$ cat config.mk
export PLATFORM = sky130hd
export DESIGN_NAME = pwm_acc_top
export DESIGN_NICKNAME = d
export VERILOG_FILES = /design/src/rtl/pwm_acc_pkg.sv /design/src/rtl/pwm_acc_phase.sv /design/src/rtl/pwm_acc_channel.sv /design/src/rtl/pwm_acc_decode.sv /design/src/rtl/pwm_acc_top.sv
export SDC_FILE = /design/constraint.sdc
export NUM_CORES = 1
export LEC_CHECK = 0
export ABC_AREA = 1
export BUFFER_PORTS_ARGS = -buffer_cell sky130_fd_sc_hd__buf_2
export CORE_AREA = 10 10 117 119
export DETAILED_ROUTE_END_ITERATION = 12
export DIE_AREA = 0 0 127 129
export PLACE_DENSITY = 0.76
export REMOVE_ABC_BUFFERS = 1
export SLEW_MARGIN = 25
export SYNTH_ARGS = -nofsm -noshare
export SYNTH_HDL_FRONTEND = slang
export SYNTH_HIERARCHICAL = 1
export SYNTH_SLANG_ARGS = --single-unit
$ cat constraint.sdc
create_clock -name clk -period 2.55 [get_ports clk]
set_clock_uncertainty 0.1 [all_clocks]
set_input_delay 0.51 -clock clk [delete_from_list [all_inputs] [get_ports clk]]
set_output_delay 0.51 -clock clk [all_outputs]
set_load 0.005 [all_outputs]
$ cat src/rtl/pwm_acc_pkg.sv
package pwm_acc_pkg;
  localparam int EN_BIT      = 31;
  localparam int UPD_BIT     = 30;
  localparam int INC_LSB     = 8;
  localparam int DIV_W       = 8;
  localparam int STRIDE_LOG2 = 10;

  // high while phase top byte is under the inverted divisor
  function automatic logic duty_high(input logic [DIV_W-1:0] phase_hi,
                                     input logic [DIV_W-1:0] divisor);
    return phase_hi < (8'hFF - divisor);
  endfunction
endpackage

$ cat src/rtl/pwm_acc_phase.sv
module pwm_acc_phase #(
  parameter int W = 10
) (
  input  logic         clk,
  input  logic         rst_n,
  input  logic         run,
  input  logic [W-1:0] inc,
  output logic [W-1:0] phase,
  output logic         wrap
);
  logic [W:0] sum;

  assign sum  = {1'b0, phase} + {1'b0, inc};
  assign wrap = run & sum[W];

  always_ff @(posedge clk) begin
    if (!rst_n)   phase <= '0;
    else if (run) phase <= sum[W-1:0];
    else          phase <= '0;
  end
endmodule

$ cat src/rtl/pwm_acc_channel.sv
module pwm_acc_channel
  import pwm_acc_pkg::*;
#(
  parameter int INC_W      = 10,
  parameter bit COMMIT_OFF = 1'b0
) (
  input  logic                   clk,
  input  logic                   rst_n,
  input  logic                   wr_stb,
  input  logic [31:0]            wdata,
  output logic [31:0]            rdata,
  output logic                   pwm_o,
  output logic                   en_o,
  output logic                   upd_o,
  output logic [INC_W-1:0]       acc_o,
  output logic [INC_W-1:0]       inc_act_o,
  output logic [DIV_W-1:0]       div_act_o,
  output logic [INC_W+DIV_W-1:0] shd_o,
  output logic                   wrap_o,
  output logic                   commit_o
);
  localparam int PAD_W = 32 - 2 - INC_W - DIV_W;

  logic             en_q, upd_q;
  logic [INC_W-1:0] inc_sh_q, inc_act_q;
  logic [DIV_W-1:0] div_sh_q, div_act_q;
  logic [INC_W-1:0] phase;
  logic             wrap, idle, boundary, commit;
  logic             unused_pad;

  assign unused_pad = ^wdata[UPD_BIT-1:INC_LSB+INC_W];

  pwm_acc_phase #(.W(INC_W)) u_phase (
    .clk   (clk),
    .rst_n (rst_n),
    .run   (en_q),
    .inc   (inc_act_q),
    .phase (phase),
    .wrap  (wrap)
  );

  assign idle = (inc_act_q == '0);

  generate
    if (COMMIT_OFF) begin : g_off_commit
      assign boundary = en_q ? (wrap | idle) : 1'b1;
    end else begin : g_on_commit
      assign boundary = en_q & (wrap | idle);
    end
  endgenerate

  assign commit = upd_q & boundary;

  always_ff @(posedge clk) begin
    if (!rst_n) begin
      en_q      <= 1'b0;
      upd_q     <= 1'b0;
      inc_sh_q  <= '0;
      div_sh_q  <= '0;
      inc_act_q <= '0;
      div_act_q <= '0;
    end else begin
      if (wr_stb) begin
        en_q <= wdata[EN_BIT];
        if (!upd_q) begin
          upd_q    <= wdata[UPD_BIT];
          inc_sh_q <= wdata[INC_LSB +: INC_W];
          div_sh_q <= wdata[DIV_W-1:0];
        end
      end
      if (commit) begin
        inc_act_q <= inc_sh_q;
        div_act_q <= div_sh_q;
        upd_q     <= 1'b0;
      end
    end
  end

  assign pwm_o     = en_q & duty_high(phase[INC_W-1 -: DIV_W], div_act_q);
  assign rdata     = {en_q, upd_q, {PAD_W{1'b0}}, inc_sh_q, div_sh_q};
  assign en_o      = en_q;
  assign upd_o     = upd_q;
  assign acc_o     = phase;
  assign inc_act_o = inc_act_q;
  assign div_act_o = div_act_q;
  assign shd_o     = {inc_sh_q, div_sh_q};
  assign wrap_o    = wrap;
  assign commit_o  = commit;
endmodule

$ cat src/rtl/pwm_acc_decode.sv
module pwm_acc_decode
  import pwm_acc_pkg::*;
#(
  parameter int NCH    = 2,
  parameter int ADDR_W = 12
) (
  input  logic                          bus_sel,
  input  logic                          bus_we,
  input  logic [ADDR_W-1:0]             bus_addr,
  output logic [NCH-1:0]                wr_stb,
  output logic                          rd_hit,
  output logic [ADDR_W-STRIDE_LOG2-1:0] rd_idx
);
  localparam int IDX_W = ADDR_W - STRIDE_LOG2;

  logic offset_ok, in_range, hit;

  assign rd_idx    = bus_addr[ADDR_W-1:STRIDE_LOG2];
  assign offset_ok = (bus_addr[STRIDE_LOG2-1:0] == '0);
  assign in_range  = (32'(rd_idx) < NCH);
  assign hit       = bus_sel & offset_ok & in_range;
  assign rd_hit    = hit & ~bus_we;

  generate
    for (genvar g = 0; g < NCH; g++) begin : g_stb
      assign wr_stb[g] = hit & bus_we & (rd_idx == IDX_W'(g));
    end
  endgenerate
endmodule

$ cat src/rtl/pwm_acc_top.sv
module pwm_acc_top
  import pwm_acc_pkg::*;
#(
  parameter int NCH        = 2,
  parameter int INC_W      = 10,
  parameter int ADDR_W     = 12,
  parameter bit COMMIT_OFF = 1'b0
) (
  input  logic              clk,
  input  logic              rst_n,
  input  logic              bus_sel,
  input  logic              bus_we,
  input  logic [ADDR_W-1:0] bus_addr,
  input  logic [31:0]       bus_wdata,
  output logic [31:0]       bus_rdata,
  output logic [NCH-1:0]    pwm_o
);
  localparam int IDX_W = ADDR_W - STRIDE_LOG2;

  logic [NCH-1:0]                   wr_stb;
  logic                             rd_hit;
  logic [IDX_W-1:0]                 rd_idx;
  logic [NCH-1:0][31:0]             ch_rdata;
  logic [NCH-1:0]                   ch_en, ch_upd, ch_wrap, ch_commit;
  logic [NCH-1:0][INC_W-1:0]        ch_acc, ch_inc_act;
  logic [NCH-1:0][DIV_W-1:0]        ch_div_act;
  logic [NCH-1:0][INC_W+DIV_W-1:0]  ch_shd;

  pwm_acc_decode #(.NCH(NCH), .ADDR_W(ADDR_W)) u_dec (
    .bus_sel  (bus_sel),
    .bus_we   (bus_we),
    .bus_addr (bus_addr),
    .wr_stb   (wr_stb),
    .rd_hit   (rd_hit),
    .rd_idx   (rd_idx)
  );

  generate
    for (genvar c = 0; c < NCH; c++) begin : g_ch
      pwm_acc_channel #(.INC_W(INC_W), .COMMIT_OFF(COMMIT_OFF)) u_ch (
        .clk       (clk),
        .rst_n     (rst_n),
        .wr_stb    (wr_stb[c]),
        .wdata     (bus_wdata),
        .rdata     (ch_rdata[c]),
        .pwm_o     (pwm_o[c]),
        .en_o      (ch_en[c]),
        .upd_o     (ch_upd[c]),
        .acc_o     (ch_acc[c]),
        .inc_act_o (ch_inc_act[c]),
        .div_act_o (ch_div_act[c]),
        .shd_o     (ch_shd[c]),
        .wrap_o    (ch_wrap[c]),
        .commit_o  (ch_commit[c])
      );
    end
  endgenerate

  always_comb begin
    bus_rdata = '0;
    for (int c = 0; c < NCH; c++) begin
      if (rd_hit && rd_idx == IDX_W'(c)) bus_rdata = ch_rdata[c];
    end
  end
endmodule

**Word-level counts from Yosys, hierarchy flattened**

Cells that the tools add are included.

- Flip-flop bits (word level): 96
- Input port bits: 48
- Output and inout bits: 34
- Word-level logic and storage cells: 58

- Add/subtract/negate cells: 4
- $lt $le $gt $ge: 3
- Eq/ne operators: 1
- Mux-type cells: 4
- Bitwise logic cells: 20
- Reductions and logical operators: 12

Operator list:

| operator | number |
|---|---|
| 2-to-1 mux 32 bit | 2 |
| zero test 10 bit | 3 |
| adder 10 x 10 -> 11 bit | 2 |
| less-than comparator 8 bit | 2 |
| subtractor 8 bit (first input constant) | 2 |
| bitwise AND 1 bit | 14 |
| AND reduction 2 bit | 4 |
| NOT 1 bit | 4 |
| OR reduction 2 bit | 2 |
| equality test 2 x 1 -> 1 bit (second input constant) | 1 |
| logical AND 1 bit | 2 |
| zero test 2 bit | 1 |
| less-than comparator 2 bit (second input constant) | 1 |
| 2-to-1 mux 1 bit | 2 |
| OR 1 bit | 2 |

**Depth between registers and ports, before layout**

- Word-level depth: 7
- Gate-level depth with buffers: 16
- Mapped depth without buffers: 15

**By module**

Netlist, hierarchy kept.

Modules (own cells, without submodules):

| module | instances | cells an instance | area an instance (µm²) | sequential area each (µm²) |
|---|---|---|---|---|
| pwm_acc_channel | 2 | 255 | 1923.1 | 760.7 |
| pwm_acc_phase at g_ch[1].u_ch.u_phase | 1 | 114 | 765.7 | 200.2 |
| pwm_acc_phase at g_ch[0].u_ch.u_phase | 1 | 114 | 764.5 | 200.2 |
| pwm_acc_top | 1 | 115 | 740.7 | 0.0 |
| pwm_acc_decode | 1 | 19 | 87.6 | 0.0 |

**Worst setup path before layout**

Ideal clock, no wire load.

- Path type: register to register
- Start: reg g_ch[0].u_ch.inc_act_q[0]
- End: reg g_ch[0].u_ch.div_act_q[4]
- Library setup time: 0.115 ns
- Data arrival time: 1.970 ns
- Required time: 2.335 ns
- Setup slack: 0.365 ns
- Cell stages (with the launch flop): 17
- Path buffers: 1
- Clock period less this slack: 2.185 ns
- Path through: dfxtp_1 -> ha_1 -> inv_1 -> fa_1 -> nand3b_1 -> nand2_2 -> nand2_1 -> nand2_1 -> nand2_1 -> nand2_1 -> nand2_1 -> inv_1 -> o21bai_4 -> buf_6 -> nand3_1 -> nand2_1 -> nor2_1

- Cells in the longest elaborated chain, start to end: 5
- Elaborated cells on any way between the ends: 6
- Those cells by class: 1 x add/sub; 4 x bitwise; 1 x reduce/logical

Ends and longest elaborated chain:

| element | RTL line | text |
|---|---|---|
| from (decl) | pwm_acc_channel.sv:25 | `logic [INC_W-1:0] inc_sh_q, inc_act_q;` |
| from (signal assigned) | pwm_acc_channel.sv:72 | `inc_act_q <= inc_sh_q;` |
| adder 10 x 10 -> 11 bit | pwm_acc_phase.sv:13 | `assign sum = {1'b0, phase} + {1'b0, inc};` |
| bitwise AND 1 bit | pwm_acc_phase.sv:14 | `assign wrap = run & sum[W];` |
| via ch_wrap[0] | pwm_acc_top.sv:24 | `logic [NCH-1:0] ch_en, ch_upd, ch_wrap, ch_commit;` |
| OR 1 bit | pwm_acc_channel.sv:48 | `assign boundary = en_q & (wrap \| idle);` |
| bitwise AND 1 bit | pwm_acc_channel.sv:48 |  |
| bitwise AND 1 bit | pwm_acc_channel.sv:52 | `assign commit = upd_q & boundary;` |
| to (signal assigned) | pwm_acc_channel.sv:73 | `div_act_q <= div_sh_q;` |
| to (decl) | pwm_acc_channel.sv:26 | `logic [DIV_W-1:0] div_sh_q, div_act_q;` |

The timed path passes the listed nets, and every way through them passes these cells.
A chain may end at the register's enable or synchronous reset.

**Worst setup path after layout**

- Start: in bus_addr[3]
- End: out bus_rdata[12]

- Cells in the longest elaborated chain, start to end: 7
- Elaborated cells on any way between the ends: 8
- Those cells by class: 2 x mux; 3 x bitwise; 3 x reduce/logical

Ends and longest elaborated chain:

| element | RTL line | text |
|---|---|---|
| from (decl) | pwm_acc_top.sv:13 | `input logic [ADDR_W-1:0] bus_addr,` |
| zero test 10 bit * | pwm_acc_decode.sv:19 | `assign offset_ok = (bus_addr[STRIDE_LOG2-1:0] == '0);` |
| bitwise AND 1 bit * (2 in series) | pwm_acc_decode.sv:21 | `assign hit = bus_sel & offset_ok & in_range;` |
| bitwise AND 1 bit * | pwm_acc_decode.sv:22 | `assign rd_hit = hit & ~bus_we;` |
| via rd_hit | pwm_acc_top.sv:21 | `logic rd_hit;` |
| logical AND 1 bit | pwm_acc_top.sv:62 | `if (rd_hit && rd_idx == IDX_W'(c)) bus_rdata = ch_rdata[c];` |
| 2-to-1 mux 32 bit | pwm_acc_top.sv:62 |  |
| 2-to-1 mux 32 bit * | pwm_acc_top.sv:62 |  |
| to (decl) | pwm_acc_top.sv:15 | `output logic [31:0] bus_rdata,` |

The timed path passes the listed nets; every way through them passes the cells marked *.

==> reports/qor.csv <==
stage,metric,value,unit
outcome,status,completed,
timing,finalCriticalPeriod,2400,ps
run,maxCapViolations,0,
die,ios,82,
drt,vias,5321,
die,num_rows,39,
critical_path,reg2reg_from,g_ch[0].u_ch/inc_act_o[0],
min_path,holdPathEnd,g_ch[0].u_ch/en_o,
timing,setup_viol,0,
critical_path,regToRegEndpoint,g_ch[0].u_ch/inc_act_o[3],
critical_path,crit_arrival,1790,ps
clock_tree,cts_max_path_buffers,2,
pwr,p_per_area,454,nW/um2
synth,yosys_warnings,6,
timing,rsz0062_at_grt,false,
critical_path,cp.required,1940,ps
synth,synth_area,5930,um2
global_route,antenna_found_initial,1,
layout,fin_util,58.2,%
pwr,power.leakage,3.12,nW
clock_tree,cts_tree,done,
min_path,worstHoldStart,bus_wdata[31],
critical_path,cpLargestDelayFamily,simple AND/OR/NAND/NOR gates,
critical_path,end_kind,primary output,
timing,slew_viol_final,0,
global_route,grt_max_degree,42,
clock_tree,cts_buffers,9,
drt,wire_per_inst,14.2,um
layout,nNetsFinal,964,
critical_path,ff2ff_setup_slack,150,ps
synth,synth_cells,834,
place,hpwlAfterDp,10.1,mm
clock_tree,cts_max_level,3,
timing,fmax,416,MHz
timing,period_share,94.3,%
clock_tree,clock_latency,340,ps
die,die_h,129,um
timing,hold_slack,321,ps
min_path,whs_path_depth,3,
critical_path,critical_path_class,input pin to primary output,
drt,drc,0,
drt,wirelength,14.6,mm
global_route,gr-total-overflow,0,
timing,finalHoldViolations,0,
layout,fin_cells,1029,
drt,viasPerCell,5.17,
global_route,grt_usage,16.7,%
clock_tree,root_buffer,clkbuf_16,
critical_path,critical-path-max-stage-delay,230,ps
critical_path,reg2reg_depth,16,
pwr,peakVddDrop,0.000407,V
die,initial_utilization,52.4,%
timing,max_slew.worst_pin.slew,600,ps
critical_path,crit_slowest_cell,or2_1,
die,core-area,11300,um2
drt,drt_iter0_markers,358,
critical_path,crit_fanout,21,
clock_tree,cts.sinks,96,
critical_path,path_cells,"buf_2, or2_1, nor2_2, nand2_1, nor2_4, buf_12, nand4_1, nand2_1, buf_2",
drt,ant_nets,0,
place,placedCellCount,1005,
clock_tree,clk_pin_slew,60,ps
layout,drive_above_1_share,17.4,%
place,portBuffers,57,
global_route,grt_first_pass_wirelength,22.9,mm
global_route,grt_pass1_vias,4838,
die,die_width,127,um
min_path,min_path_type,input pin to flop,
timing,slew_headroom,59.9,%
synth,syn_avg_cell_area,7.11,um2
layout,area_growth,11.1,%
die,dieArea,16400,um2
place,gp_routability_congestion,0.854,
critical_path,path_buf_inv,3,
drt,first_pass_iters,5,
layout,nFillCells,1095,
critical_path,startpoint_type,input pin,
## layout by cell type, fill, tap and decap left out, drive strengths merged, types with 34 or more instances in the layout
cell type / instances
buf: 80
inv: 82
o21ai: 46
nand3: 91
nor2: 96
a21oi: 100
nand2: 158
dfxtp: 96
ha: 34
nand4: 34
## cell type report
class,count,area [um2],area share [%]
repair buffers,86,662,10.0
diodes,1,2.50,0.0380
clock buffers,13,260,3.95
inverters,85,319,4.84
clock inverters,3,40.0,0.608
flip-flops and latches,96,1920,29.2
multi-input cells,602,3200,48.6
well taps,143,179,2.72
## how the worst max path moves through the flow
stage,start,to,slack [ps],cells past startpoint
after floorplan,bus_addr[3],bus_rdata[0],-1530,6
after global placement,bus_addr[3],bus_rdata[3],190,9
after detailed placement,g_ch[0].u_ch/inc_act_o[0],g_ch[0].u_ch/inc_act_o[9],130,16
after CTS,g_ch[0].u_ch/inc_act_o[0],g_ch[0].u_ch/inc_act_o[9],100,16
after global routing,bus_addr[3],bus_rdata[3],0.7,9
final,bus_addr[3],bus_rdata[12],150,9
## per-layer routing
layer  vias up  GRT usage [%]  share of wire, %
met5         -              0                 0
met4         0           4.89               1.9
met3        21           4.11               4.0
met2       119           29.8                51
met1      2393           19.3                43
li1       2788              -                 -
## sequential cells by signal, indices dropped and copies added, names as in the netlist
| register | count |
|---|---|
| g_ch.u_ch/u_phase/phase | 20 |
| g_ch.u_ch/en_o | 2 |
| g_ch.u_ch/inc_act_o | 20 |
| g_ch.u_ch/div_sh_q | 16 |
| g_ch.u_ch/inc_sh_q | 20 |
| g_ch.u_ch/upd_o | 2 |
| g_ch.u_ch/div_act_o | 16 |
## power by group
part / switching, mW / internal [mW] / total (mW)
Sequential: 0.0000400 / 1.50 / 1.50
Combinational: 0.0824 / 0.0436 / 0.126
Clock: 0.552 / 0.811 / 1.36
## worst reg2reg max path, delay by kind of cell, from the launching register on
| family | cells | cell delay [ps] |
|---|---|---|
| simple gates | 10 | 790 |
| flops | 1 | 360 |
| compound gates | 1 | 200 |
| buf+inv | 3 | 330 |
| fa+ha+maj | 2 | 530 |
## what timing repair did
action                                  CTS  global route
setup buffers                             0             1
hold buffers                              0             0
resized for setup                         0             8
endpoints found under the setup margin    0            39
## through the flow
step | setup slack [ps] | power (mW) | area, um2 | TNS (ps)
after floorplan | -1530 | 1.58 | 5420 | -30680
after global placement | 186 | 1.66 | 6110 | 0
after detailed placement | 128 | 1.66 | 6110 | 0
after CTS | 104 | 3.01 | 6410 | 0
after global routing | 0.673 | 3.09 | 6590 | 0
final | 146 | 2.99 | 6590 | 0
Power figures use the tool's default switching activity.
